<file path="src/rtl/gpio_bank_pkg.sv">
package gpio_bank_pkg;

  localparam int MAX_PORTS  = 4;
  localparam int REG_W      = 32;
  // word indices (byte offset / 4)
  localparam int SLOT_WORDS = 3;   // data/direction slot stride
  localparam int DIR_WORD   = 1;   // direction inside the slot
  localparam int PIN_WORD0  = 20;  // first sampled-pin register (0x50)

  typedef enum logic [1:0] {
    ACC_NONE = 2'd0,
    ACC_DATA = 2'd1,
    ACC_DIR  = 2'd2,
    ACC_PIN  = 2'd3
  } acc_kind_e;

  typedef struct packed {
    acc_kind_e  kind;
    logic [1:0] port;
  } acc_t;

  function automatic logic [REG_W-1:0] width_mask(input int w);
    logic [REG_W-1:0] m;
    for (int i = 0; i < REG_W; i++) m[i] = (i < w);
    return m;
  endfunction

endpackage

</file>
<file path="src/rtl/gpio_addr_dec.sv">
module gpio_addr_dec
  import gpio_bank_pkg::*;
#(
  parameter int ADDR_W    = 8,
  parameter int NUM_PORTS = 4
) (
  input  logic [ADDR_W-1:0] addr,
  output acc_t              acc
);

  localparam int WORD_W = ADDR_W - 2;

  logic [WORD_W-1:0] word;
  logic [1:0]        unused_lsb;

  assign word       = addr[ADDR_W-1:2];
  assign unused_lsb = addr[1:0];

  always_comb begin
    acc.kind = ACC_NONE;
    acc.port = 2'd0;
    for (int p = 0; p < NUM_PORTS; p++) begin
      if (word == WORD_W'(p * SLOT_WORDS)) begin
        acc.kind = ACC_DATA;
        acc.port = 2'(p);
      end
      if (word == WORD_W'(p * SLOT_WORDS + DIR_WORD)) begin
        acc.kind = ACC_DIR;
        acc.port = 2'(p);
      end
      if (word == WORD_W'(PIN_WORD0 + p)) begin
        acc.kind = ACC_PIN;
        acc.port = 2'(p);
      end
    end
  end

endmodule

</file>
<file path="src/rtl/gpio_port_regs.sv">
module gpio_port_regs
  import gpio_bank_pkg::*;
#(
  parameter int WIDTH = 32
) (
  input  logic             clk,
  input  logic             rst_n,
  input  logic             data_we,
  input  logic             dir_we,
  input  logic [REG_W-1:0] wdata,
  input  logic [REG_W-1:0] pad_i,
  output logic [REG_W-1:0] data_q,
  output logic [REG_W-1:0] dir_q,
  output logic [REG_W-1:0] pin_q
);

  localparam logic [REG_W-1:0] MASK = width_mask(WIDTH);

  logic [REG_W-1:0] data_d, dir_d, meta_q, meta_d, pin_d;

  // next-state
  always_comb begin
    data_d = data_q;
    dir_d  = dir_q;
    if (data_we) data_d = wdata & MASK;
    if (dir_we)  dir_d  = wdata & MASK;
    meta_d = pad_i & MASK;
    pin_d  = meta_q;
  end

  // registers
  always_ff @(posedge clk or negedge rst_n) begin
    if (!rst_n) begin
      data_q <= '0;
      dir_q  <= '0;
      meta_q <= '0;
      pin_q  <= '0;
    end else begin
      if (data_we) data_q <= data_d;
      if (dir_we)  dir_q  <= dir_d;
      meta_q <= meta_d;
      pin_q  <= pin_d;
    end
  end

endmodule

</file>
<file path="src/rtl/apb_gpio_bank.sv">
module apb_gpio_bank
  import gpio_bank_pkg::*;
#(
  parameter int NUM_PORTS = 4,
  parameter int WIDTH_A   = 32,
  parameter int WIDTH_B   = 32,
  parameter int WIDTH_C   = 32,
  parameter int WIDTH_D   = 32,
  parameter int ADDR_W    = 8
) (
  input  logic                         pclk,
  input  logic                         presetn,
  input  logic                         psel,
  input  logic                         penable,
  input  logic                         pwrite,
  input  logic [ADDR_W-1:0]            paddr,
  input  logic [31:0]                  pwdata,
  output logic [31:0]                  prdata,
  output logic                         pready,
  output logic                         pslverr,
  input  logic [MAX_PORTS*REG_W-1:0]   pad_in,
  output logic [MAX_PORTS*REG_W-1:0]   pad_out,
  output logic [MAX_PORTS*REG_W-1:0]   pad_oe,
  output logic [31:0]                  port_a_sync
);

  function automatic int port_width(input int p);
    case (p)
      0:       return WIDTH_A;
      1:       return WIDTH_B;
      2:       return WIDTH_C;
      default: return WIDTH_D;
    endcase
  endfunction

  // reset: asserted asynchronously, released on a clock edge
  logic rst_meta, rst_q;
  always_ff @(posedge pclk or negedge presetn) begin
    if (!presetn) begin
      rst_meta <= 1'b0;
      rst_q    <= 1'b0;
    end else begin
      rst_meta <= 1'b1;
      rst_q    <= rst_meta;
    end
  end

  acc_t acc;
  gpio_addr_dec #(.ADDR_W(ADDR_W), .NUM_PORTS(NUM_PORTS)) u_dec (
    .addr (paddr),
    .acc  (acc)
  );

  logic wr_fire, rd_sel;
  assign wr_fire = psel & penable & pwrite;
  assign rd_sel  = psel & ~pwrite;

  logic [REG_W-1:0] data_v [MAX_PORTS];
  logic [REG_W-1:0] dir_v  [MAX_PORTS];
  logic [REG_W-1:0] pin_v  [MAX_PORTS];

  for (genvar p = 0; p < MAX_PORTS; p++) begin : g_port
    if (p < NUM_PORTS) begin : g_on
      logic data_we, dir_we;
      assign data_we = wr_fire && (acc.kind == ACC_DATA) && (acc.port == 2'(p));
      assign dir_we  = wr_fire && (acc.kind == ACC_DIR)  && (acc.port == 2'(p));
      gpio_port_regs #(.WIDTH(port_width(p))) u_regs (
        .clk     (pclk),
        .rst_n   (rst_q),
        .data_we (data_we),
        .dir_we  (dir_we),
        .wdata   (pwdata),
        .pad_i   (pad_in[p*REG_W +: REG_W]),
        .data_q  (data_v[p]),
        .dir_q   (dir_v[p]),
        .pin_q   (pin_v[p])
      );
    end else begin : g_off
      logic [REG_W-1:0] unused_pad;
      assign unused_pad = pad_in[p*REG_W +: REG_W];
      assign data_v[p]  = '0;
      assign dir_v[p]   = '0;
      assign pin_v[p]   = '0;
    end
    assign pad_out[p*REG_W +: REG_W] = data_v[p];
    assign pad_oe [p*REG_W +: REG_W] = dir_v[p];
  end

  // read-back mux
  always_comb begin
    prdata = '0;
    if (rd_sel) begin
      case (acc.kind)
        ACC_DATA: prdata = data_v[acc.port];
        ACC_DIR:  prdata = dir_v[acc.port];
        ACC_PIN:  prdata = pin_v[acc.port];
        default:  prdata = '0;
      endcase
    end
  end

  assign pready      = 1'b1;
  assign pslverr     = 1'b0;
  assign port_a_sync = pin_v[0];

endmodule

</file>
<file path="config.mk">
export PLATFORM = sky130hd
export DESIGN_NAME = apb_gpio_bank
export DESIGN_NICKNAME = d
export VERILOG_FILES = /design/src/rtl/gpio_bank_pkg.sv /design/src/rtl/gpio_addr_dec.sv /design/src/rtl/gpio_port_regs.sv /design/src/rtl/apb_gpio_bank.sv
export SDC_FILE = /design/constraint.sdc
export NUM_CORES = 1
export LEC_CHECK = 0
export BUFFER_PORTS_ARGS = -buffer_cell sky130_fd_sc_hd__clkbuf_2
export CORE_AREA = 4 4 192 194
export CTS_CLUSTER_SIZE = 10
export DETAILED_ROUTE_END_ITERATION = 7
export DIE_AREA = 0 0 196 198
export MAX_ROUTING_LAYER = met4
export PLACE_DENSITY = 0.88
export SLEW_MARGIN = 20
export SYNTH_ARGS = -nofsm -noshare
export SYNTH_HDL_FRONTEND = slang
export SYNTH_SLANG_ARGS = --single-unit
</file>
<file path="constraint.sdc">
create_clock -name pclk -period 30.1 [get_ports pclk]
set_clock_uncertainty 0.05 [all_clocks]
set_input_delay 6.02 -clock pclk [delete_from_list [all_inputs] [get_ports pclk]]
set_output_delay 6.02 -clock pclk [all_outputs]
set_load 0.01 [all_outputs]
</file>
### After elaboration in Yosys (flattened, before gate mapping)

Index checks and enable logic that the tools add are counted.

| word-level totals | value |
|---|---|
| flip-flop bits (word level) | 514 |
| input bits | 173 |
| word-level logic and storage cells | 76 |

| cells by class | value |
|---|---|
| magnitude comparators | 1 |
| eq/ne operators | 17 |
| mux-type cells | 23 |
| bitwise logic cells | 5 |
| reductions and logical operators | 12 |

Operators by type and width:

| cell | count |
|---|---|
| $mux W32 | 7 |
| $bmux W32 S2 | 3 |
| $pmux W32 S3 | 1 |
| $mux W4 | 11 |
| $eq A6 B5 Y1 const B | 4 |
| $eq A6 B3 Y1 const B | 3 |
| $eq A6 B4 Y1 const B | 2 |
| $logic_and A1 B1 Y1 | 10 |
| $eq A2 B2 Y1 const B | 4 |
| $eq A6 B1 Y1 const B | 1 |
| $eq A6 B2 Y1 const B | 1 |
| $logic_not A6 Y1 | 1 |
| $eq A2 B1 Y1 const B | 2 |
| $and A1 B1 Y1 | 3 |
| $ge A3 B3 Y1 const B | 1 |
| $mux W3 | 1 |
| $not A2 Y3 | 1 |
| $logic_not A2 Y1 | 1 |
| $not A1 Y1 | 1 |

### Longest topological paths before layout

Gate-level depths: netlist (run 1).

| logic depth | value |
|---|---|
| depth in word-level cells | 19 |
| gate-level depth with buffers | 10 |
| depth with buffers taken out | 5 |

### Cells and area by module

From an unflattened synthesis (run 1), not the netlist that was laid out.

| second synthesis, totals | value |
|---|---|
| cell total of the unflattened synthesis | 1149 |
| area total of the unflattened synthesis | 20628.5 um2 |

Modules (own cells, without submodules):

| module | instances | cells an instance | area each (um2) |
|---|---|---|---|
| gpio_port_regs | 4 | 200 | 4291.6 |
| apb_gpio_bank | 1 | 322 | 3253.1 |
| gpio_addr_dec | 1 | 27 | 209.0 |

### Worst setup path after synthesis (run 1)

Ideal clock, no wire load.

| timing | value |
|---|---|
| path type | in2out |
| start point | in paddr[3] |
| end point | out prdata[25] |
| arrival time | 8.004 ns |
| required time | 24.030 ns |
| path slack | 16.026 ns |
| cell stages on the path | 7 |
| path buffers | 3 |
| cell sequence | buf_2 or4b_1 a311oi_4 buf_2 buf_2 a222oi_1 o2111ai_1 |

| between the ends | value |
|---|---|
| longest elaborated chain between the ends | 18 |
| elaborated cells between the ends (all ways) | 39 |

RTL lines:

| item | RTL line | RTL |
|---|---|---|
| from (decl) | apb_gpio_bank.sv:16 | `input logic [ADDR_W-1:0] paddr,` |
| $eq A6 B1 Y1 | gpio_addr_dec.sv:27 | `if (word == WORD_W'(p * SLOT_WORDS + DIR_WORD)) begin` |
| $mux W4 | gpio_addr_dec.sv:27 |  |
| $mux W4 | gpio_addr_dec.sv:31 | `if (word == WORD_W'(PIN_WORD0 + p)) begin` |
| $mux W4 | gpio_addr_dec.sv:23 | `if (word == WORD_W'(p * SLOT_WORDS)) begin` |
| $mux W4 | gpio_addr_dec.sv:27 |  |
| $mux W4 | gpio_addr_dec.sv:31 |  |
| $mux W4 | gpio_addr_dec.sv:23 |  |
| $mux W4 | gpio_addr_dec.sv:27 |  |
| $mux W4 | gpio_addr_dec.sv:31 |  |
| $mux W4 | gpio_addr_dec.sv:23 |  |
| $mux W4 | gpio_addr_dec.sv:27 |  |
| $mux W4 (*) | gpio_addr_dec.sv:31 |  |
| $not A2 Y3 (implied by the code) | apb_gpio_bank.sv:94, apb_gpio_bank.sv:95, apb_gpio_bank.sv:96 |  |
| $bmux W32 S2 (on tied branches) | apb_gpio_bank.sv:96, apb_gpio_bank.sv:94, apb_gpio_bank.sv:95 |  |
| $mux W32 (on tied branches) (2 in a row) | apb_gpio_bank.sv:96, apb_gpio_bank.sv:94, apb_gpio_bank.sv:95 |  |
| $pmux W32 S3 (*) | apb_gpio_bank.sv:93 | `case (acc.kind)` |
| $mux W32 (*) | apb_gpio_bank.sv:92 | `if (rd_sel) begin` |
| to (decl) | apb_gpio_bank.sv:18 | `output logic [31:0] prdata,` |

Mark *: on every way between the ends. The rest lies on a longest branch, timed or not. The select of a mux whose other input is x is not followed.

### Worst setup path in the final report (run 1)

| timing | value |
|---|---|
| start point | in paddr[5] |
| end point | out prdata[27] |

The elaborated chain is that of the path after synthesis.

==> results of run 1 <==
==> layer usage <==
metal / routed length [um] / GRT usage [%]
met1: 24200 / 42.6
met4: 4410 / 19.4
met3: 7930 / 10.8
met5: 0 / -
met2: 32000 / 54.7
==> cell usage after synthesis (14+ instances only) <==
library cell	instances	area, um2
nand2_1	39	146
and3_1	37	231
a221o_1	42	420
clkbuf_1	51	191
buf_2	32	160
buf_6	16	180
mux2_4	39	586
and2_1	47	294
mux2_1	30	338
a2111oi_0	18	158
a22o_1	18	158
a221oi_1	18	158
dfrtp_1	514	12900
o221ai_1	18	158
mux2_2	187	2110
o311a_1	45	450
a22oi_1	14	105
o21a_1	18	135
o311ai_0	42	368
==> how the worst max path moves through the flow <==
stage / from / to / slack, ns / depth (start not counted)
2_1_floorplan: rst_q / g_port[0].g_on.u_regs.data_q[0] / 14.66 / 0
3_3_place_gp: paddr[5] / prdata[7] / 14.48 / 9
3_5_place_dp: paddr[5] / prdata[27] / 14.45 / 9
4_1_cts: paddr[5] / prdata[27] / 14.46 / 9
5_1_grt: paddr[5] / prdata[27] / 14.26 / 9
6_report: paddr[5] / prdata[27] / 14.31 / 9
==> power by group <==
| group | internal, mW | switching, mW |
|---|---|---|
| logic | 0.0449 | 0.0751 |
| registers | 0.725 | 0.0232 |
| clock network | 0.349 | 0.264 |
==> area by class of cell <==
type                            count  area, um2
Antenna cell                        5       12.5
Fill cell                        2243      10800
Tap cell                          461        577
Clock buffer                       64       1510
Multi-Input combinational cell    717       6780
Sequential cell                   514      12900
Clock inverter                      5       77.6
Timing Repair Buffer              508       2610
Inverter                            2       7.51
==> metrics by stage <==
| step | power (mW) | instances | area, um2 | utilization (%) |
|---|---|---|---|---|
| 6_report | 1.48 | 2276 | 24400 | 69.4 |
| 5_1_grt | 1.53 | 2276 | 24400 | 69.4 |
| 4_1_cts | 1.49 | 2271 | 24400 | 69.3 |
| 3_5_place_dp | 0.875 | 2202 | 22800 | 64.8 |
| 3_3_place_gp | 0.869 | 2202 | 22800 | 64.8 |
| 2_1_floorplan | 0.812 | 1349 | 20200 | - |
==> worst max-delay path, stage by stage <==
cell and delay (ns):
clkbuf_2 0.29, nor4bb_4 0.52, buf_4 0.46, and2_2 0.96, or2_1 0.20, buf_4 0.44, a2111oi_0 0.21, o221ai_1 0.34
clkbuf_2 0.22
==> kinds of logic (layout without fill, tap and decap cells) <==
family                    after synthesis  count (layout)
DFF                                   514             514
other                                   2               8
and+or+nand+nor                       167             167
xor gates and xnor gates                1               1
buffers and inverters                 118             579
muxes                                 256             256
AOI/OAI and AO/OA                     290             290
==> state kept, by name, summed over array words and instances (netlist names) <==
| register | cells |
|---|---|
| g_port.g_on.u_regs.dir_q | 128 |
| rst_q | 1 |
| g_port.g_on.u_regs.meta_q | 128 |
| rst_meta | 1 |
| g_port.g_on.u_regs.data_q | 128 |
| g_port.g_on.u_regs.pin_q | 128 |
==> impl_metrics.toml, run 1 <==
[yosys]
synth_mux_area_share_pct = 15.0
synth_cells = 1348
synth_seq_cells = 514
synth_compound_area_share_pct = 13.0
synth-xor-area-share_pct = 0.0433
synth_seq_area_share_pct = 63.6
ys.warnings.count = 0
synth_top_family_by_area = "multiplexers"
synth_edf_count = 0
synth_fa_ha_area_share_pct = 0
synth_cell_types = 61
synthSimpleGateAreaFrac_pct = 5.05
postSynthAreaPerCell_um2 = 15.0
syn_area_mm2 = 0.0202
synthFlopType = "dfrtp_1"
ys_async_sr_fraction_pct = 100

[setup_path]
critPathCaptureType = "output pin"
r2r-end = "g_port[3].g_on.u_regs.data_q[6]"
r2r-start = "rst_q"
critPathRequiredTime_ns = 24.03
arrival_ns = 9.72
r2r_setup_slack_ns = 27.29
crit_type = "primary input to output pin"
cp-start-kind = "primary input"
critPathMaxFanout = 38
r2r_cells = 2

[clock_tree]
cts_root_buffer = "clkbuf_16"
cts_tree = "built"
cts_max_level = 2
cts.sinks = 514
numCtsBuffers = 58
ctsResizeCount = 0
post_cts_buffers = 0
clk_latency_ns = 0.60
cts_buffer_depth = 3
hold_buffers = 0
clk_pin_slew_ns = 0.05

[drt]
firstDrtPassIters = 8
route.detailed.drc = 0
ant_nets = 0
via_count = 15300
routed_wirelength_um = 68500
dr.first_iter.drc_count = 1592
wl_per_cell_um = 30.1
via_per_inst = 6.71

[timing]
slew_violations = 0
maxSlewHeadroom_pct = 21.0
fin_crit_sh_pct = 52.4
worst_pin_slew_ns = 1.18
rsz0062_at_grt = "false"
setup_slack_ns = 14.31
setup_viol = 0
max_freq_ghz = 0.0633
fin_crit_ns = 15.79
hold_viol_final = 0
hold_ws_ns = 0.292
setup_tns_ns = 0

[final_layout]
drive_gt1_share_pct = 45.8
area_growth_pct = 20.9
layout_commonest_cell = "dfrtp_1"
final_nets = 1974
layout_common_cells = "dfrtp_1, clkbuf_2, mux2_2, clkbuf_16, and2_1"

[place]
numPortBuffers = 490
place.gp.congestion = 0.932
place_worst_setup_slack_ns = 14.45
place_hpwl_um = 43000

[worst_hold_path]
min_to = "g_port[2].g_on.u_regs.pin_q[18]"
hold_path_class = "register to register"
hold_start = "g_port[2].g_on.u_regs.meta_q[18]"
holdPathStages = 0

[global_route]
grt_overflow = 0
grt_antenna_before_repair = 5
grt.total_usage_pct = 35.6
grt_pass1_vias = 16000
grt_max_degree = 200
grt_pass1_wl_um = 101000

[floorplan]
initial_core_util_pct = 57.4
fp.dieArea_mm2 = 0.0388
die_y_um = 198
die_w_um = 196
io_pins = 495
core-area_mm2 = 0.0352
rows = 69

[power_and_ir_drop]
max-vdd-ir-drop_v = 0.0000629
p_leak_nw = 12.3
powerDensity_mw_per_mm2 = 60.6

[flow_run]
maxCapViolCount = 0

[outcome]
status = "completed"
Note: power is estimated with default switching activity, not from simulation.
==> run 2: changes to the inputs <==
--- a/config.mk
+++ b/config.mk
@@ -6,12 +6,12 @@
 export NUM_CORES = 1
 export LEC_CHECK = 0
 export BUFFER_PORTS_ARGS = -buffer_cell sky130_fd_sc_hd__clkbuf_2
-export CORE_AREA = 4 4 192 194
+export CORE_AREA = 4 4 201 203
 export CTS_CLUSTER_SIZE = 10
 export DETAILED_ROUTE_END_ITERATION = 7
-export DIE_AREA = 0 0 196 198
+export DIE_AREA = 0 0 205 207
 export MAX_ROUTING_LAYER = met4
-export PLACE_DENSITY = 0.88
+export PLACE_DENSITY = 0.82
 export SLEW_MARGIN = 20
 export SYNTH_ARGS = -nofsm -noshare
 export SYNTH_HDL_FRONTEND = slang
==> constraint.sdc (replaced) <==
create_clock -name pclk -period 15.6 [get_ports pclk]
set_clock_uncertainty 0.05 [all_clocks]
set_input_delay 3.12 -clock pclk [delete_from_list [all_inputs] [get_ports pclk]]
set_output_delay 3.12 -clock pclk [all_outputs]
set_load 0.01 [all_outputs]
==> run 2 against run 1 <==
Against the previous run:
- utilization is 5.6 points lower
- via count decreased by 2.1%
- sequential power is 93% higher
- hold slack worse by 0.00065 ns
- cell area grew 0.34%
- clock-buffer cell count increased by 7
- die area up 9.3%
- total power increased by 93%
- register-to-register slack lost 16 ns
- sequential share of layout area down 0.18 points
- flip-flop and latch count did not move
- critical path type unchanged
- highest routed layer unchanged
==> impl_metrics.toml, run 2 (synthesis gave the netlist of run 1 again) <==
[outcome]
status = "completed"

[setup_path]
cp_top_family = "compound AO/OA/AOI/OAI gates"
cp_num_buf_inv = 4
path_depth = 8
critPathMaxStageDelay_ns = 1.14
critPathCaptureType = "output pin"
critPathMaxFanout = 36
cp-start-kind = "primary input"
crit_type = "primary input to output pin"
path_common_cell = "clkbuf_2"
slowest_stage = "or4_2"
crit_chain = "clkbuf_2 > inv_1 > or4_2 > buf_4 > o31a_4 > a221oi_1 > o221ai_1 > clkbuf_2"
critPathRequiredTime_ns = 12.43
r2r_cells = 3
arrival_ns = 6.96

[worst_hold_path]
hold_path_class = "register to register"
holdPathStages = 0

[clock_tree]
clk_latency_ns = 0.60
cts_max_level = 2
hold_buffers = 0
post_cts_buffers = 0
cts_root_buffer = "clkbuf_16"
clk_pin_slew_ns = 0.05
cts.sinks = 514
numCtsBuffers = 58
cts_tree = "built"
cts_buffer_depth = 3
ctsResizeCount = 0

[drt]
routed_wirelength_um = 68500
wl_per_cell_um = 29.2
firstDrtPassIters = 5
route.met3.wl_um = 6610
route.detailed.drc = 0
highest_layer = "met4"
dr.first_iter.drc_count = 1346
dr_wl_met2_um = 32200
via_count = 15000
met1_length_um = 26200
via_per_inst = 6.39
ant_nets = 0

[place]
place_hpwl_um = 43300
place.gp.congestion = 0.890
numPortBuffers = 490

[global_route]
grt_pass1_vias = 15600
grt_antenna_before_repair = 7
grt_overflow = 0
grt.total_usage_pct = 32.3
grt_max_degree = 82
grt_pass1_wl_um = 101000

[timing]
hold_viol_final = 0
hold_ws_ns = 0.291
worst_pin_slew_ns = 1.20
maxSlewHeadroom_pct = 20.2
fin_crit_ns = 10.13
setup_viol = 0
slew_violations = 0
max_freq_ghz = 0.0987
rsz0062_at_grt = "false"
setup_tns_ns = 0
fin_crit_sh_pct = 64.9

[floorplan]
die_y_um = 207
fp.dieArea_mm2 = 0.0424
initial_core_util_pct = 52.6
io_pins = 495
die_w_um = 205
core-area_mm2 = 0.0385
rows = 72

[power_and_ir_drop]
seqPwrFrac_pct = 50.5
p_int_mw = 2.17
max-vdd-ir-drop_v = 0.0000965
power_switching_mw = 0.691
powerDensity_mw_per_mm2 = 116
power_frac_clock_pct = 41.5
p_leak_nw = 12.4
switching_share_pct = 24.2
comb_power_share_pct = 8.0

[final_layout]
final_nets = 1979
layout_commonest_cell = "dfrtp_1"
nFillCells = 2838
area_growth_pct = 21.3
layout_common_cells = "dfrtp_1, clkbuf_2, mux2_2, clkbuf_16, and2_1"
drive_gt1_share_pct = 45.8

[flow_run]
maxCapViolCount = 0
run 2: power by group through the flow:
stage / sequential (mW) / combinational [mW] / clock, mW
3_5_place_dp: 1.46 / 0.227 / 0
4_1_cts: 1.44 / 0.229 / 1.20
6_report: 1.44 / 0.230 / 1.18
5_1_grt: 1.45 / 0.246 / 1.25
3_3_place_gp: 1.46 / 0.221 / 0
2_1_floorplan: 1.48 / 0.0826 / 0
run 2: metrics by stage:
stage	cells	setup slack, ns	area [um2]	power, mW	utilization (%)
2_1_floorplan	1349	0.163	20200	1.57	-
6_report	2343	5.47	24500	2.86	63.7
5_1_grt	2343	5.32	24500	2.95	63.7
4_1_cts	2337	5.56	24500	2.87	63.7
3_3_place_gp	2264	5.58	22900	1.68	59.6
3_5_place_dp	2264	5.56	22900	1.69	59.6
run 2: worst paths after layout:
kind	endpoint	slack (ns)	start
max reg2reg	g_port[0].g_on.u_regs.data_q[9]	11.63	rst_q
min in group asynchronous	g_port[3].g_on.u_regs.meta_q[11]	0.45	rst_q
max	prdata[17]	5.47	paddr[4]
min	g_port[3].g_on.u_regs.pin_q[0]	0.29	g_port[3].g_on.u_regs.meta_q[0]
max in group asynchronous	g_port[0].g_on.u_regs.data_q[9]	11.63	rst_q
min reg2reg	g_port[3].g_on.u_regs.pin_q[0]	0.29	g_port[3].g_on.u_regs.meta_q[0]
run 2: per-layer routing:
metal	GRT usage, %	vias up
met2	49.5	980
met1	41.0	7665
met4	14.5	0
met5	-	-
li1	-	6065
met3	8.38	254
run 2: final cells by class:
type	instances	area, um2	share of cell area, %
clock inverters	2	38.8	0.158
flip-flops and latches	514	12900	52.5
well taps	518	648	2.64
diodes	6	15.0	0.0612
inverters	2	7.51	0.0306
multi-input cells	717	6780	27.7
repair buffers	513	2630	10.7
clock buffers	71	1540	6.28
run 2: worst register-to-register path, cell delays in order, from the launching register on:
cell,delay [ns]
dfrtp_4,1.07
buf_4,0.86
buf_4,0.96
buf_4,0.96
